[src/rtl/wtc_pkg.sv]
package wtc_pkg;
  typedef enum logic [2:0] {
    ST_IDLE  = 3'd0,
    ST_LOOK  = 3'd1,
    ST_MRD   = 3'd2,
    ST_MWR   = 3'd3,
    ST_DONE  = 3'd4
  } wtc_state_e;
endpackage

[src/rtl/wtc_tag_store.sv]
module wtc_tag_store #(
  parameter int IDX_W = 3,
  parameter int TAG_W = 5
) (
  input  logic             clk,
  input  logic             rst,
  input  logic [IDX_W-1:0] lk_idx,
  input  logic [TAG_W-1:0] lk_tag,
  input  logic             fill_en,
  input  logic             inval_en,
  output logic             hit
);
  localparam int LINES = 1 << IDX_W;

  logic [LINES-1:0] vld_q;
  logic [TAG_W-1:0] tag_q [LINES];

  always_ff @(posedge clk) begin
    if (rst) begin
      vld_q <= '0;
    end else if (fill_en) begin
      vld_q[lk_idx] <= 1'b1;
    end else if (inval_en) begin
      vld_q[lk_idx] <= 1'b0;
    end
  end

  always_ff @(posedge clk) begin
    if (fill_en) tag_q[lk_idx] <= lk_tag;
  end

  assign hit = vld_q[lk_idx] && (tag_q[lk_idx] == lk_tag);


  inval_clears_chk: assert property (@(posedge clk) disable iff (rst)
    (inval_en && !fill_en) |=> !hit);


  fill_sets_hit_chk: assert property (@(posedge clk) disable iff (rst)
    fill_en |=> hit);
endmodule

[src/rtl/wtc_data_store.sv]
module wtc_data_store #(
  parameter int IDX_W  = 3,
  parameter int DATA_W = 16
) (
  input  logic              clk,
  input  logic              wr_en,
  input  logic [IDX_W-1:0]  idx,
  input  logic [DATA_W-1:0] wdata,
  output logic [DATA_W-1:0] rdata
);
  localparam int LINES = 1 << IDX_W;

  logic [DATA_W-1:0] word_q [LINES];

  always_ff @(posedge clk) begin
    if (wr_en) word_q[idx] <= wdata;
  end

  assign rdata = word_q[idx];
endmodule

[src/rtl/wtc_ctrl_fsm.sv]
module wtc_ctrl_fsm
  import wtc_pkg::*;
(
  input  logic clk,
  input  logic rst,
  input  logic req_valid,
  input  logic op_write,
  input  logic op_cacheable,
  input  logic hit,
  input  logic mem_ready,
  output logic req_ready,
  output logic mem_rd,
  output logic mem_wr,
  output logic fill_en,
  output logic fill_from_mem,
  output logic inval_en,
  output logic ld_cache,
  output logic ld_mem,
  output logic done
);
  wtc_state_e st_q, st_d;

  always_comb begin
    st_d = st_q;
    unique case (st_q)
      ST_IDLE: if (req_valid) st_d = ST_LOOK;
      ST_LOOK: begin
        if (op_write)  st_d = ST_MWR;
        else if (hit)  st_d = ST_DONE;
        else           st_d = ST_MRD;
      end
      ST_MRD:  if (mem_ready) st_d = ST_DONE;
      ST_MWR:  if (mem_ready) st_d = ST_DONE;
      ST_DONE: st_d = ST_IDLE;
      default: st_d = ST_IDLE;
    endcase
  end

  always_ff @(posedge clk) begin
    if (rst) st_q <= ST_IDLE;
    else     st_q <= st_d;
  end

  assign req_ready     = (st_q == ST_IDLE);
  assign mem_rd        = (st_q == ST_MRD);
  assign mem_wr        = (st_q == ST_MWR);
  assign done          = (st_q == ST_DONE);
  assign ld_cache      = (st_q == ST_LOOK) && !op_write && hit;
  assign ld_mem        = (st_q == ST_MRD) && mem_ready;
  assign fill_from_mem = (st_q == ST_MRD);
  assign fill_en       = (st_q == ST_MRD || st_q == ST_MWR) && mem_ready && op_cacheable;
  assign inval_en      = (st_q == ST_MWR) && mem_ready && !op_cacheable && hit;


  rd_hold_chk: assert property (@(posedge clk) disable iff (rst)
    (mem_rd && !mem_ready) |=> mem_rd);


  wr_hold_chk: assert property (@(posedge clk) disable iff (rst)
    (mem_wr && !mem_ready) |=> mem_wr);


  strobe_excl_chk: assert property (@(posedge clk) disable iff (rst)
    $onehot0({mem_rd, mem_wr}));


  done_pulse_chk: assert property (@(posedge clk) disable iff (rst)
    done |=> (!done && req_ready));


  busy_after_accept_chk: assert property (@(posedge clk) disable iff (rst)
    (req_valid && req_ready) |=> !req_ready);


  hit_no_mem_chk: assert property (@(posedge clk) disable iff (rst)
    ld_cache |=> (done && !mem_rd));
endmodule

[src/rtl/wt_cache_ctrl.sv]
module wt_cache_ctrl #(
  parameter int ADDR_W = 8,
  parameter int DATA_W = 16,
  parameter int IDX_W  = 3
) (
  input  logic              clk,
  input  logic              rst,
  input  logic              cpu_req_valid,
  output logic              cpu_req_ready,
  input  logic              cpu_req_write,
  input  logic [ADDR_W-1:0] cpu_req_addr,
  input  logic [DATA_W-1:0] cpu_req_wdata,
  input  logic              cpu_req_cacheable,
  output logic              cpu_done,
  output logic [DATA_W-1:0] cpu_rdata,
  output logic              mem_rd,
  output logic              mem_wr,
  output logic [ADDR_W-1:0] mem_addr,
  output logic [DATA_W-1:0] mem_wdata,
  input  logic [DATA_W-1:0] mem_rdata,
  input  logic              mem_ready
);
  localparam int TAG_W = ADDR_W - IDX_W;

  logic [ADDR_W-1:0] addr_q;
  logic [DATA_W-1:0] wdata_q, rdata_q, line_word, fill_word;
  logic              write_q, cach_q;
  logic              hit, fill_en, fill_from_mem, inval_en, ld_cache, ld_mem;
  logic              accept;

  assign accept = cpu_req_valid && cpu_req_ready;

  always_ff @(posedge clk) begin
    if (rst) begin
      addr_q  <= '0;
      wdata_q <= '0;
      write_q <= 1'b0;
      cach_q  <= 1'b0;
    end else if (accept) begin
      addr_q  <= cpu_req_addr;
      wdata_q <= cpu_req_wdata;
      write_q <= cpu_req_write;
      cach_q  <= cpu_req_cacheable;
    end
  end

  always_ff @(posedge clk) begin
    if (rst)           rdata_q <= '0;
    else if (ld_cache) rdata_q <= line_word;
    else if (ld_mem)   rdata_q <= mem_rdata;
  end

  assign fill_word = fill_from_mem ? mem_rdata : wdata_q;

  wtc_tag_store #(.IDX_W(IDX_W), .TAG_W(TAG_W)) u_tags (
    .clk      (clk),
    .rst      (rst),
    .lk_idx   (addr_q[IDX_W-1:0]),
    .lk_tag   (addr_q[ADDR_W-1:IDX_W]),
    .fill_en  (fill_en),
    .inval_en (inval_en),
    .hit      (hit)
  );

  wtc_data_store #(.IDX_W(IDX_W), .DATA_W(DATA_W)) u_data (
    .clk   (clk),
    .wr_en (fill_en),
    .idx   (addr_q[IDX_W-1:0]),
    .wdata (fill_word),
    .rdata (line_word)
  );

  wtc_ctrl_fsm u_fsm (
    .clk           (clk),
    .rst           (rst),
    .req_valid     (cpu_req_valid),
    .op_write      (write_q),
    .op_cacheable  (cach_q),
    .hit           (hit),
    .mem_ready     (mem_ready),
    .req_ready     (cpu_req_ready),
    .mem_rd        (mem_rd),
    .mem_wr        (mem_wr),
    .fill_en       (fill_en),
    .fill_from_mem (fill_from_mem),
    .inval_en      (inval_en),
    .ld_cache      (ld_cache),
    .ld_mem        (ld_mem),
    .done          (cpu_done)
  );

  assign cpu_rdata = rdata_q;
  assign mem_addr  = addr_q;
  assign mem_wdata = wdata_q;


  addr_stable_chk: assert property (@(posedge clk) disable iff (rst)
    ((mem_rd || mem_wr) && !mem_ready) |=> $stable(mem_addr));


  wdata_stable_chk: assert property (@(posedge clk) disable iff (rst)
    (mem_wr && !mem_ready) |=> $stable(mem_wdata));
endmodule

[config.mk]
export PLATFORM = sky130hd
export DESIGN_NAME = wt_cache_ctrl
export DESIGN_NICKNAME = d
export VERILOG_FILES = /design/src/rtl/wtc_pkg.sv /design/src/rtl/wtc_tag_store.sv /design/src/rtl/wtc_data_store.sv /design/src/rtl/wtc_ctrl_fsm.sv /design/src/rtl/wt_cache_ctrl.sv
export SDC_FILE = /design/constraint.sdc
export NUM_CORES = 1
export LEC_CHECK = 0
export BUFFER_PORTS_ARGS = -buffer_cell sky130_fd_sc_hd__buf_2
export CAP_MARGIN = 10
export CORE_UTILIZATION = 47
export CTS_CLUSTER_SIZE = 25
export DETAILED_ROUTE_END_ITERATION = 16
export HOLD_SLACK_MARGIN = 0.06
export PLACE_DENSITY = 0.69
export SETUP_SLACK_MARGIN = 0.4
export SYNTH_ARGS = -nofsm -noshare
export SYNTH_HDL_FRONTEND = slang
export SYNTH_SLANG_ARGS = --single-unit
export TNS_END_PERCENT = 10
[constraint.sdc]
create_clock -name clk -period 3.4 [get_ports clk]
set_clock_uncertainty 0.05 [all_clocks]
set_input_delay 0.68 -clock clk [delete_from_list [all_inputs] [get_ports clk]]
set_output_delay 0.68 -clock clk [all_outputs]
set_load 0.01 [all_outputs]
# [Word-level counts from Yosys, hierarchy flattened]
# Memory sizes are Yosys's and may differ from the RTL's. A register that Yosys moved wholly into a read port is not among the register bits.
# Index checks and enable logic that the tools add are counted.
[totals] reg_bits=53 mem_bits_rw=168 input_bits=46 out_inout_bits=44 wordCells=60 mem_count=2
[memory_table] memory="u_data.word_q" depth=8 width=16 read_ports=1 rd_ports_with_merged_regs=1 wr=1 line="wtc_data_store.sv:13" source="logic [DATA_W-1:0] word_q [LINES];"
[memory_table] memory="u_tags.tag_q" depth=8 width=5 read_ports=1 rd_ports_with_merged_regs=1 wr=1 line="wtc_tag_store.sv:16" source="logic [TAG_W-1:0] tag_q [LINES];"
[op_classes] n_lt_le_gt_ge=2 eq_ne=7 n_mux=20 n_bitwise=3 n_reduce_logical=19
[ops] cell="2-to-1 mux 16 bit" n=3
[ops] cell="2-to-1 mux 3 bit" n=8
[ops] cell="2-to-1 mux 8 bit" n=2
[ops] cell="logical AND 1 bit" n=11
[ops] cell="case mux 3 bit (3 select lines)" n=1
[ops] cell="bitwise AND 8 bit" n=1
[ops] cell="inverter 8 bit" n=1
[ops] cell="OR 8 bit" n=1
[ops] cell="== test 3 x 2 -> 1 bit, second input constant" n=2
[ops] cell="== test 5 bit" n=1
[ops] cell="less-than comparator 3 x 4 -> 1 bit, second input constant" n=1
[ops] cell="2-to-1 mux 1 bit" n=4
[ops] cell="nonzero test 2 bit" n=2
[ops] cell="binary-select mux 1 bit (select 3 bit)" n=1
[ops] cell="demux 1 bit (select 3 bit)" n=1
[ops] cell="== test 3 x 1 -> 1 bit, second input constant" n=1
[ops] cell="== test 3 bit, second input constant" n=1
[ops] cell="greater-or-equal comparator 3 x 1 -> 1 bit, second input constant" n=1
[ops] cell="logical NOT 3 bit" n=1
[ops] cell="logical NOT 1 bit" n=2
[ops] cell="!= test 2 x 1 -> 1 bit, second input constant" n=1
[ops] cell="!= test 2 bit, second input constant" n=1
[ops] cell="AND reduction 2 bit" n=1
[ops] cell="OR reduction 2 bit" n=1
[ops] cell="logical OR 1 bit" n=1

# [Logic depth before layout (Yosys ltp)]
# Gate-level depths: netlist of run 1.
[logic_depth] ltp_word=8 mapped_depth=10 ltp_nobuf=6

# [Cells and area by module]
# Synthesis of run 1 repeated with hierarchy kept, for this count alone.
[unflattened] cells_unflattened=610 hier_area_um2=9431.5
[modules_own_cells] mod="wtc_data_store" instances=1 cells_each=222 area_per_inst_um2=4972.3 seq_area_each_um2=3843.7
[modules_own_cells] mod="wt_cache_ctrl" instances=1 cells_each=208 area_per_inst_um2=2118.3 seq_area_each_um2=840.8
[modules_own_cells] mod="wtc_tag_store" instances=1 cells_each=151 area_per_inst_um2=2110.8 seq_area_each_um2=1361.3
[modules_own_cells] mod="wtc_ctrl_fsm" instances=1 cells_each=29 area_per_inst_um2=230.2 seq_area_each_um2=60.1

# [Worst setup path before layout of run 1]
# No wires, ideal clock.
[synth_timing] path_type="in2reg" start="input mem_ready" end="memory u_data.word_q[4][0], enable pin" setup_ns=0.428 arrival_time_ns=2.673 required_time_ns=2.922 slack_ns=0.250 path_stages=3 n_path_buf=1 cell_sequence="clkbuf_1 nand4_1 nor3_1"
[synth_between] elab_chain_len=4
[synth_lines] element="start: declaration" line="wt_cache_ctrl.sv:21" source="input logic mem_ready"
[synth_lines] element="logical AND 1 bit (2 in series)" line="wtc_ctrl_fsm.sv:51" source="assign fill_en = (st_q == ST_MRD || st_q == ST_MWR) && mem_ready && op_cacheable;"
[synth_lines] element="2-to-1 mux 1 bit" line="wtc_data_store.sv:16" source="if (wr_en) word_q[idx] <= wdata;"
[synth_lines] element="2-to-1 mux 1 bit (not written as such)" line="wtc_data_store.sv:16"
[synth_lines] element="end: declaration" line="wtc_data_store.sv:13"
# No other way between the ends.

==> metrics, run 1 <==
post-CTS sizing=0; Worst Path Arrival=3.13 ns; Final WS setup=roughly 0.62 ns; Post-route DRC=0; CP max-delay cell=dfxtp_4; VDD IR max=0.345 mV; Avg Synthesized Cell Area=roughly 15 µm²; nets=739; H-tree Lvls=1; Final Setup Violations=0; CP dominant cell by count=buf_4; Slew HR=0.498; most frequent cells in the layout=168 x edfxtp_1, 89 x buf_2, 75 x nand2_1; Slew @ Worst Pin=~0.75 ns; Die Height=around 140 µm; clk root buf=clkbuf_16; Top delay family on crit path=flip-flops; Sw Pwr=1390 µW; Area growth, synth to finish=17.6%; startpoint types=flip-flop; final number of hold-violating endpoints=0; vias in the first global route=roughly 5600; filler instances=approximately 1500; Flop pwr share=0.484; CTS Sinks=about 220; CP max stage delay=just under 0.7 ns; DR iter-0 viols=~350; post-route clock period utilization=0.817; CTS Hold Bufs=0; P_leak=about 0.0038 µW; clk_lat worst skew=0.52 ns; vias per cell=between 5 and 6; Slew Limit Fails=0; worst-case clock buffer depth=3; die area=just under 20000 µm²; WS Path Type=flip-flop to flip-flop; leading area contributor after synthesis=edfxtp_1; vias post-DR=about 5500; antenna violations before repair=0; maximum fanout along the worst path=29; Total GRT Usage=0.211; fmax=approximately 0.36 GHz; first-pass GRT wire length=31200 µm; CTS tree=built; outcome=complete, no violations; hold crit path type=input pin to flip-flop; # IOs=90; Synth top area share=0.557; Setup crit end kind=flip-flop; worst slack, placed=0.629 ns; Inserted Clock Buffers=24; Post-Synthesis Net Count=approximately 640; CORE AREA=approximately 19000 µm²; mapped cell area=just over 9000 µm²; crit-path cells=buf_4 -> mux2i_1 -> nand2_1 -> a41oi_1 -> o221ai_1 -> nand4bb_1 -> buf_4 -> mux2_1; final core occ=0.568; synth warn=0; Tmin final=approximately 2.8 ns; DRT Wirelength=~20000 µm; Worst Path Required=3.75 ns; Post-DP HPWL=between 10000 and 15000 µm; # diodes=0; largest net degree at the start of global routing=34; Synth area leaders=edfxtp_1 56%, dfxtp_1 12%, mux4_2 8.5%, mux2i_1 4.1%, nand2_1 3.1%; die width=~140 µm; number of max-cap violations=0; combinational share of power=0.078; Post-CTS Setup Inserts=0; Row Count=50; Clock transition at path regs=~0.060 ns; Sw Ratio=0.218; drt wl/cell=approximately 22 µm; Crit path buffers/inverters=2; Initial DRT Pass Iterations=7; PD cells=between 500 and 600 nW/µm²; GR Overflow Total=0; Setup TNS Final=0 ns; gpl congestion=approximately 0.78; most common cell after layout, fill and taps aside=edfxtp_1; antenna-violating nets left=0; Unique masters post-synth=40; Clk network pwr share=0.439; cells after synthesis=596; Int Power=around 5000 µW; layout cells sized above 1=0.307; Initial Utilization=0.483; I/O Buffers=89; unrepaired setup endpoints after global routing=false; sequential area share after synthesis=0.681; Synth Register Bits=224
-- sequential cells by signal, indices dropped and copies added (netlist names), named ones only --
signal,flops
u_tags.tag_q,40
cach_q,1
mem_wdata,16
u_fsm.st_q,3
mem_addr,8
cpu_rdata,16
u_data.word_q,128
write_q,1
-- path summary, 6_finish.rpt --
check / start / endpoint / slack (ns) / cells after the start
worst max-delay path: flip-flop / cpu_rdata[5] / 0.62 / 8
worst min-delay path: cpu_req_wdata[2] / mem_wdata[2] / 0.35 / 3
worst max register to register: flip-flop / cpu_rdata[5] / 0.62 / 8
worst min register to register: mem_wdata[12] / mem_wdata[12] / 0.42 / 2
-- stage by stage --
stage | hold WS [ns] | cells | cell area [µm²] | total power (µW)
global placement | 0.405 | 901 | 9790 | 3610
finish | 0.348 | 945 | 10700 | 6350
detailed placement | 0.415 | 901 | 9790 | 3620
global route | 0.342 | 945 | 10700 | 6550
CTS | 0.332 | 945 | 10700 | 6400
floorplan | 0.408 | 596 | 9060 | 3450
-- power by group through the flow --
stage          Clock, µW  Combinational (µW)  Sequential, µW
3_3_place_gp           0                 479            3130
5_1_grt             2930                 536            3080
2_1_floorplan          0                 341            3110
4_1_cts             2830                 495            3070
6_report            2790                 493            3070
3_5_place_dp           0                 492            3130
-- worst reg2reg max path, cell delays in order (launching register included) --
cell	delay (ns)
dfxtp_4	0.68
buf_4	0.31
mux2i_1	0.23
nand2_1	0.10
a41oi_1	0.22
o221ai_1	0.17
nand4bb_1	0.26
buf_4	0.29
mux2_1	0.36
-- synthesized netlist by cell type --
master and number:
a2111o_1 1, a211oi_1 1, a21oi_1 43, a221oi_2 1, a221oi_4 1, a22o_1 5, a22oi_1 3, a31oi_1 10
a41oi_1 1, and2_1 4, and2b_1 2, buf_12 1, buf_2 5, buf_4 2, buf_6 3, clkbuf_1 26
dfxtp_1 56, edfxtp_1 168, inv_1 4, mux2_1 7, mux2_2 16, mux2_4 9, mux2i_1 37, mux4_2 34
nand2_1 75, nand2b_1 2, nand3_1 16, nand3b_1 1, nand4_1 3, nand4bb_1 1, nor2_1 28, nor2b_1 1
nor3_1 11, nor4_1 2, nor4b_1 1, o21ai_0 3, o21bai_1 8, o221ai_1 1, or3_1 2, or4_1 1
-- routing by layer --
metal | up-vias | wire [µm] | track usage
li1 | 2465 | - | -
met1 | 2792 | 8780 | 0.285
met2 | 183 | 9880 | 0.351
met3 | 37 | 1240 | 0.0319
met4 | 0 | 486 | 0.0749
met5 | - | 0 | 0
-- logic make-up after synthesis --
family / after synthesis / share of synthesized area
muxes: 103 / 0.169
DFF: 224 / 0.681
buffers and inverters: 41 / 0.0228
and+or+nand+nor: 150 / 0.0728
AOI/OAI and AO/OA: 78 / 0.0548
-- final cells by class --
type	count	area (µm²)	area share
timing repair buffer	108	588	0.0552
clock buffer	32	661	0.0620
multi-input combinational	331	2720	0.256
tap	234	293	0.0275
clock inverter	12	205	0.0193
inverter	4	15.0	0.00141
sequential	224	6170	0.579
No activity file was read; power rests on OpenSTA's default activity.
==> run 2, diff against run 1 <==
--- a/config.mk
+++ b/config.mk
@@ -11,7 +11,7 @@
 export CTS_CLUSTER_SIZE = 25
 export DETAILED_ROUTE_END_ITERATION = 16
 export HOLD_SLACK_MARGIN = 0.06
-export PLACE_DENSITY = 0.69
+export PLACE_DENSITY = 0.71
 export SETUP_SLACK_MARGIN = 0.4
 export SYNTH_ARGS = -nofsm -noshare
 export SYNTH_HDL_FRONTEND = slang
==> constraint.sdc (replaced) <==
create_clock -name clk -period 2.31 [get_ports clk]
set_clock_uncertainty 0.05 [all_clocks]
set_input_delay 0.462 -clock clk [delete_from_list [all_inputs] [get_ports clk]]
set_output_delay 0.462 -clock clk [all_outputs]
set_load 0.01 [all_outputs]
==> metrics, run 2 (same netlist as run 1, synthesis figures left out) <==
Post-route DRC=0 (unchanged); clk_lat worst skew=0.50 ns (-0.02 ns); PD cells=814 nW/µm² (+36%); worst-case clock buffer depth=3 (unchanged); Worst Path Arrival=2.61 ns (-0.52 ns); Setup crit end kind=flip-flop; Clk network pwr share=0.400 (-0.039); final core occ=0.583 (+0.0156); # IOs=90 (unchanged); WS Path Type=flip-flop to flip-flop; DR iter-0 viols=444 (+26%); layout cells sized above 1=0.355 (+0.0479); antenna-violating nets left=0 (unchanged); DRT Wirelength=21200 µm (+4.1%); Die Height=141 µm (unchanged); GR Overflow Total=0 (unchanged); number of max-cap violations=0 (unchanged); outcome=complete, no violations; biggest regs=u_data.word_q (128), u_tags.tag_q (40); nets=768 (+3.9%); combinational share of power=0.096 (+0.018); clk root buf=clkbuf_16; Setup TNS Final=0 ns (unchanged); Slew @ Worst Pin=0.761 ns (+0.00984 ns); Area growth, synth to finish=20.8%; vias per cell=5.75 (-0.86%); hold path depth=3 (unchanged); maximum fanout along the worst path=16 (-45%); Sw Pwr=2000 µW (+45%); Worst Path Required=2.65 ns (-1.10 ns); hold crit path type=input pin to flip-flop; Initial Utilization=0.483 (unchanged); Post-DP HPWL=13600 µm (+11%); startpoint types=flip-flop; first-pass GRT wire length=32300 µm (+3.6%); drt wl/cell=21.8 µm (+1.1%); Flop pwr share=0.504 (+0.020); Inserted Clock Buffers=23 (-4.2%); largest net degree at the start of global routing=35 (+2.9%); CORE AREA=18800 µm² (unchanged); die area=19800 µm² (unchanged); Most flops, register=u_data.word_q; Total GRT Usage=0.217 (+0.00560); Clock transition at path regs=0.06 ns (about the same); CTS tree=built; Initial DRT Pass Iterations=5 (-2); filler instances=1454 (-2.0%); Tmin final=2.27 ns (-0.504 ns); P_leak=0.00393 µW (+3.8%); post-route clock period utilization=0.984 (+0.167); H-tree Lvls=1 (unchanged); CP max stage delay=0.41 ns (-0.27 ns); antenna violations before repair=0 (unchanged); # diodes=0 (unchanged); crit-path cells=buf_12 -> mux2i_1 -> a22o_1 -> or3_1 -> nand4_1 -> nand4bb_4 -> buf_12 -> mux2_1; R2R cell count=8 (unchanged); I/O Buffers=89 (unchanged); CP max-delay cell=dfxtp_4; max FFs per register=128 (unchanged); Sw Ratio=0.225 (+0.00700); Post-CTS Setup Inserts=0 (unchanged); Row Count=50 (unchanged); vias in the first global route=5645 (+1.2%); most common cell after layout, fill and taps aside=edfxtp_1; vias post-DR=5591 (+2.1%); CP dominant cell by count=buf_12; die width=141 µm (unchanged); most frequent cells in the layout=168 x edfxtp_1, 89 x buf_2, 75 x nand2_1; gpl congestion=0.948 (+22%); VDD IR max=0.523 mV (+52%); CTS Sinks=224 (unchanged); fmax=0.440 GHz (+22%); final number of hold-violating endpoints=0 (unchanged); Slew HR=0.485 (-0.0125); unrepaired setup endpoints after global routing=true; Int Power=6900 µW (+39%); Slew Limit Fails=0 (unchanged); Final Setup Violations=0 (unchanged)
==> run 2: metrics by stage <==
stage          cell area (µm²)  cells  power [µW]  worst slack [ns]  hold slack, ns
2_1_floorplan             9150    596        5090            0.0647           0.408
3_3_place_gp             10100    931        5380         -0.000672           0.403
3_5_place_dp             10100    931        5410            -0.103           0.409
4_1_cts                  10900    973        8960            0.0328           0.132
5_1_grt                  10900    973        9180           -0.0364           0.142
6_report                 10900    973        8910            0.0365           0.144
==> run 2: final cells by class <==
cell class	count	area (µm²)	share of cell area
Clock buffer	33	663	0.0606
Tap cell	234	293	0.0267
Timing Repair Buffer	138	913	0.0834
Inverter	4	15.0	0.00137
Clock inverter	9	70.1	0.00640
Sequential cell	224	6180	0.565
Multi-Input combinational cell	331	2810	0.257
==> run 2: path summary, 6_finish.rpt <==
check / from / end / slack [ns]
min reg2reg: mem_wdata[6] / mem_wdata[6] / 0.42
max: flip-flop / cpu_rdata[15] / 0.04
max reg2reg: flip-flop / cpu_rdata[15] / 0.04
min: cpu_req_wdata[5] / mem_wdata[5] / 0.14
==> run 2: critical path, delay by kind of cell (launching register included) <==
family                 cells  cell delay [ns]
flip-flops                 1             0.41
AO/OA/AOI/OAI              1             0.25
AND/OR/NAND/NOR            3             0.65
multiplexers               2             0.42
buffers and inverters      2             0.36
==> run 2: timing repair <==
action                                  CTS  global route
endpoints found under the hold margin     0             0
pin swaps                                 1             2
resized for setup                        11            13
hold buffers                              0             0
endpoints found under the setup margin   41            83
==> run 2: metal layers <==
layer  routed length [µm]  part of all wire  GRT usage  up-vias
li1                     -                 -          -     2537
met1                 9000              0.42      0.289     2828
met2                10600              0.50      0.372      184
met3                 1070             0.050     0.0258       42
met4                  515             0.024     0.0715        0
met5                    0                 0          0        -
==> run 2: power groups by stage <==
stage	logic, µW	registers [µW]	clock network (µW)
3_3_place_gp	810	4570	0
3_5_place_dp	839	4570	0
5_1_grt	929	4490	3760
4_1_cts	851	4490	3630
6_report	856	4490	3560
2_1_floorplan	514	4580	0
==> run 3, diff against run 2 <==
--- a/config.mk
+++ b/config.mk
@@ -11,7 +11,8 @@
 export CTS_CLUSTER_SIZE = 25
 export DETAILED_ROUTE_END_ITERATION = 16
 export HOLD_SLACK_MARGIN = 0.06
-export PLACE_DENSITY = 0.71
+export MAX_ROUTING_LAYER = met4
+export PLACE_DENSITY = 0.69
 export SETUP_SLACK_MARGIN = 0.4
 export SYNTH_ARGS = -nofsm -noshare
 export SYNTH_HDL_FRONTEND = slang
==> constraint.sdc (replaced) <==
create_clock -name clk -period 2.28 [get_ports clk]
set_clock_uncertainty 0.05 [all_clocks]
set_input_delay 0.456 -clock clk [delete_from_list [all_inputs] [get_ports clk]]
set_output_delay 0.456 -clock clk [all_outputs]
set_load 0.01 [all_outputs]
==> metrics, run 3 (same netlist as run 1, synthesis figures left out) <==
Clock transition at path regs=0.06 ns (about the same); nets=766 (-0.26%); I/O Buffers=89 (unchanged); filler instances=1446 (-0.55%); worst-case clock buffer depth=3 (unchanged); Initial DRT Pass Iterations=5 (unchanged); final std cells w/o fill=971 (-0.21%); max FFs per register=128 (unchanged); Row Count=50 (unchanged); gpl congestion=0.856 (-9.7%); layout cells sized above 1=0.347 (-0.00718); startpoint types=flip-flop; most common cell after layout, fill and taps aside=edfxtp_1; PD cells=849 nW/µm² (+4.3%); Sw Ratio=0.219 (-0.00623); antenna-violating nets left=0 (unchanged); Tmin final=2.29 ns (+0.0183 ns); antenna violations before repair=0 (unchanged); biggest regs=u_data.word_q (128), u_tags.tag_q (40); Most flops, register=u_data.word_q; Slew Limit Fails=0 (unchanged); DRT Wirelength=20700 µm (-2.4%); Clk network pwr share=0.423 (+0.023); dpl cells=929 (-0.21%); clk root buf=clkbuf_16; vias in the first global route=5768 (+2.2%); combinational share of power=0.091 (-0.005); # IOs=90 (unchanged); H-tree Lvls=1 (unchanged); CTS Sinks=224 (unchanged); die width=141 µm (unchanged); VDD IR max=0.506 mV (-3.3%); most frequent cells in the layout=168 x edfxtp_1, 89 x buf_2, 75 x nand2_1; first-pass GRT wire length=32300 µm (about the same); Power, Total=9360 µW (+5.0%); P_leak=0.00396 µW (+0.74%); post-route cell area=11000 µm² (+0.74%); Setup crit end kind=flip-flop; Final Setup Violations=6 (+6); outcome=complete, but fails checks; vias post-DR=5545 (-0.82%); Worst Path Required=2.62 ns (-0.03 ns); Sw Pwr=2050 µW (+2.1%); number of max-cap violations=0 (unchanged); vias per cell=5.71 (-0.62%); Int Power=7310 µW (+5.9%); clk_lat worst skew=0.51 ns (about the same); Worst Path Arrival=2.64 ns (+0.03 ns); hold crit path type=input pin to flip-flop; largest net degree at the start of global routing=29 (-17%); final core occ=0.588 (+0.00433); Area growth, synth to finish=21.7%; CTS tree=built; Slew HR=0.536 (+0.0504); drt wl/cell=21.3 µm (-2.2%); fmax=0.436 GHz (-0.80%); failing checks=negative setup slack; DR iter-0 viols=454 (+2.3%); CORE AREA=18800 µm² (unchanged); maximum fanout along the worst path=16 (unchanged); Flop pwr share=0.486 (-0.018); Final WS setup=-0.0118 ns (-0.0483 ns); Inserted Clock Buffers=23 (unchanged); # diodes=0 (unchanged); dpl cell area=10100 µm² (+0.12%); post-route clock period utilization=1.01 (+0.0210); Initial Utilization=0.483 (unchanged); WS Path Type=flip-flop to flip-flop; unrepaired setup endpoints after global routing=true; die area=19800 µm² (unchanged); GR Overflow Total=0 (unchanged); Total GRT Usage=0.224 (+0.00733); final number of hold-violating endpoints=0 (unchanged); Slew @ Worst Pin=0.687 ns (-0.0745 ns); Post-route DRC=0 (unchanged); Hold WS=0.132 ns (-0.0121 ns); Post-DP HPWL=13200 µm (-2.7%); Die Height=141 µm (unchanged)
[run 3: cell count changes in the layout (fill, tap and decap cells not counted), moves of 2 or more]
cell	delta
nor2_1	+2
clkbuf_8	-3
buf_4	-6
buf_8	+3
buf_12	+4
bufinv_16	+3
mux2i_1	+2
nor2_2	-2
clkinv_2	-2
buf_6	-2
[run 3: path summary, 6_finish.rpt]
kind                     from           end  slack (ns)  cells past startpoint
min reg2reg      mem_wdata[7]  mem_wdata[7]        0.41                      2
max reg2reg         flip-flop  cpu_rdata[4]       -0.01                      8
max                 flip-flop  cpu_rdata[4]       -0.01                      8
min          cpu_req_wdata[7]  mem_wdata[7]        0.13                      3
[run 3: what timing repair did]
action,in CTS,in global routing
buffers inserted,0,0
setup endpoints to repair,165,141
endpoints found under the hold margin,0,0
pin swaps,4,7
gates resized for setup,14,8
hold buffers,0,0
[run 3: area by class of cell]
type,instances,area (µm²),area share
Clock buffer,30,643,0.0583
Clock inverter,12,174,0.0158
Inverter,4,15.0,0.00136
Multi-Input combinational cell,331,2780,0.252
Sequential cell,224,6180,0.560
Tap cell,234,293,0.0265
Timing Repair Buffer,136,946,0.0858
[run 3: power by group through the flow]
stage	clock, µW	combinational, µW	sequential (µW)
2_1_floorplan	0	521	4640
3_3_place_gp	0	812	4630
3_5_place_dp	0	837	4630
4_1_cts	4020	853	4550
5_1_grt	4190	924	4550
6_report	3960	848	4550
[run 3: critical path, stage by stage, from the launching register on]
cell and delay, ns:
dfxtp_4 0.41, buf_12 0.17, mux2i_1 0.09, a22o_1 0.24, or3_1 0.35, nand4_1 0.13
nand4bb_4 0.17, buf_12 0.20, mux2_1 0.33
[run 3: layer usage]
layer	part of all wire	GRT usage
met5	0	-
met2	0.51	0.373
met4	0.017	0.0669
met1	0.43	0.291
met3	0.049	0.0275
[run 3: stage by stage]
stage | setup TNS, ns | setup slack (ns)
global placement | 0 | 0.00158
CTS | 0 | 0.00544
detailed placement | -0.603 | -0.0629
finish | -0.0413 | -0.0118
floorplan | 0 | 0.0347
global route | -1.10 | -0.0929
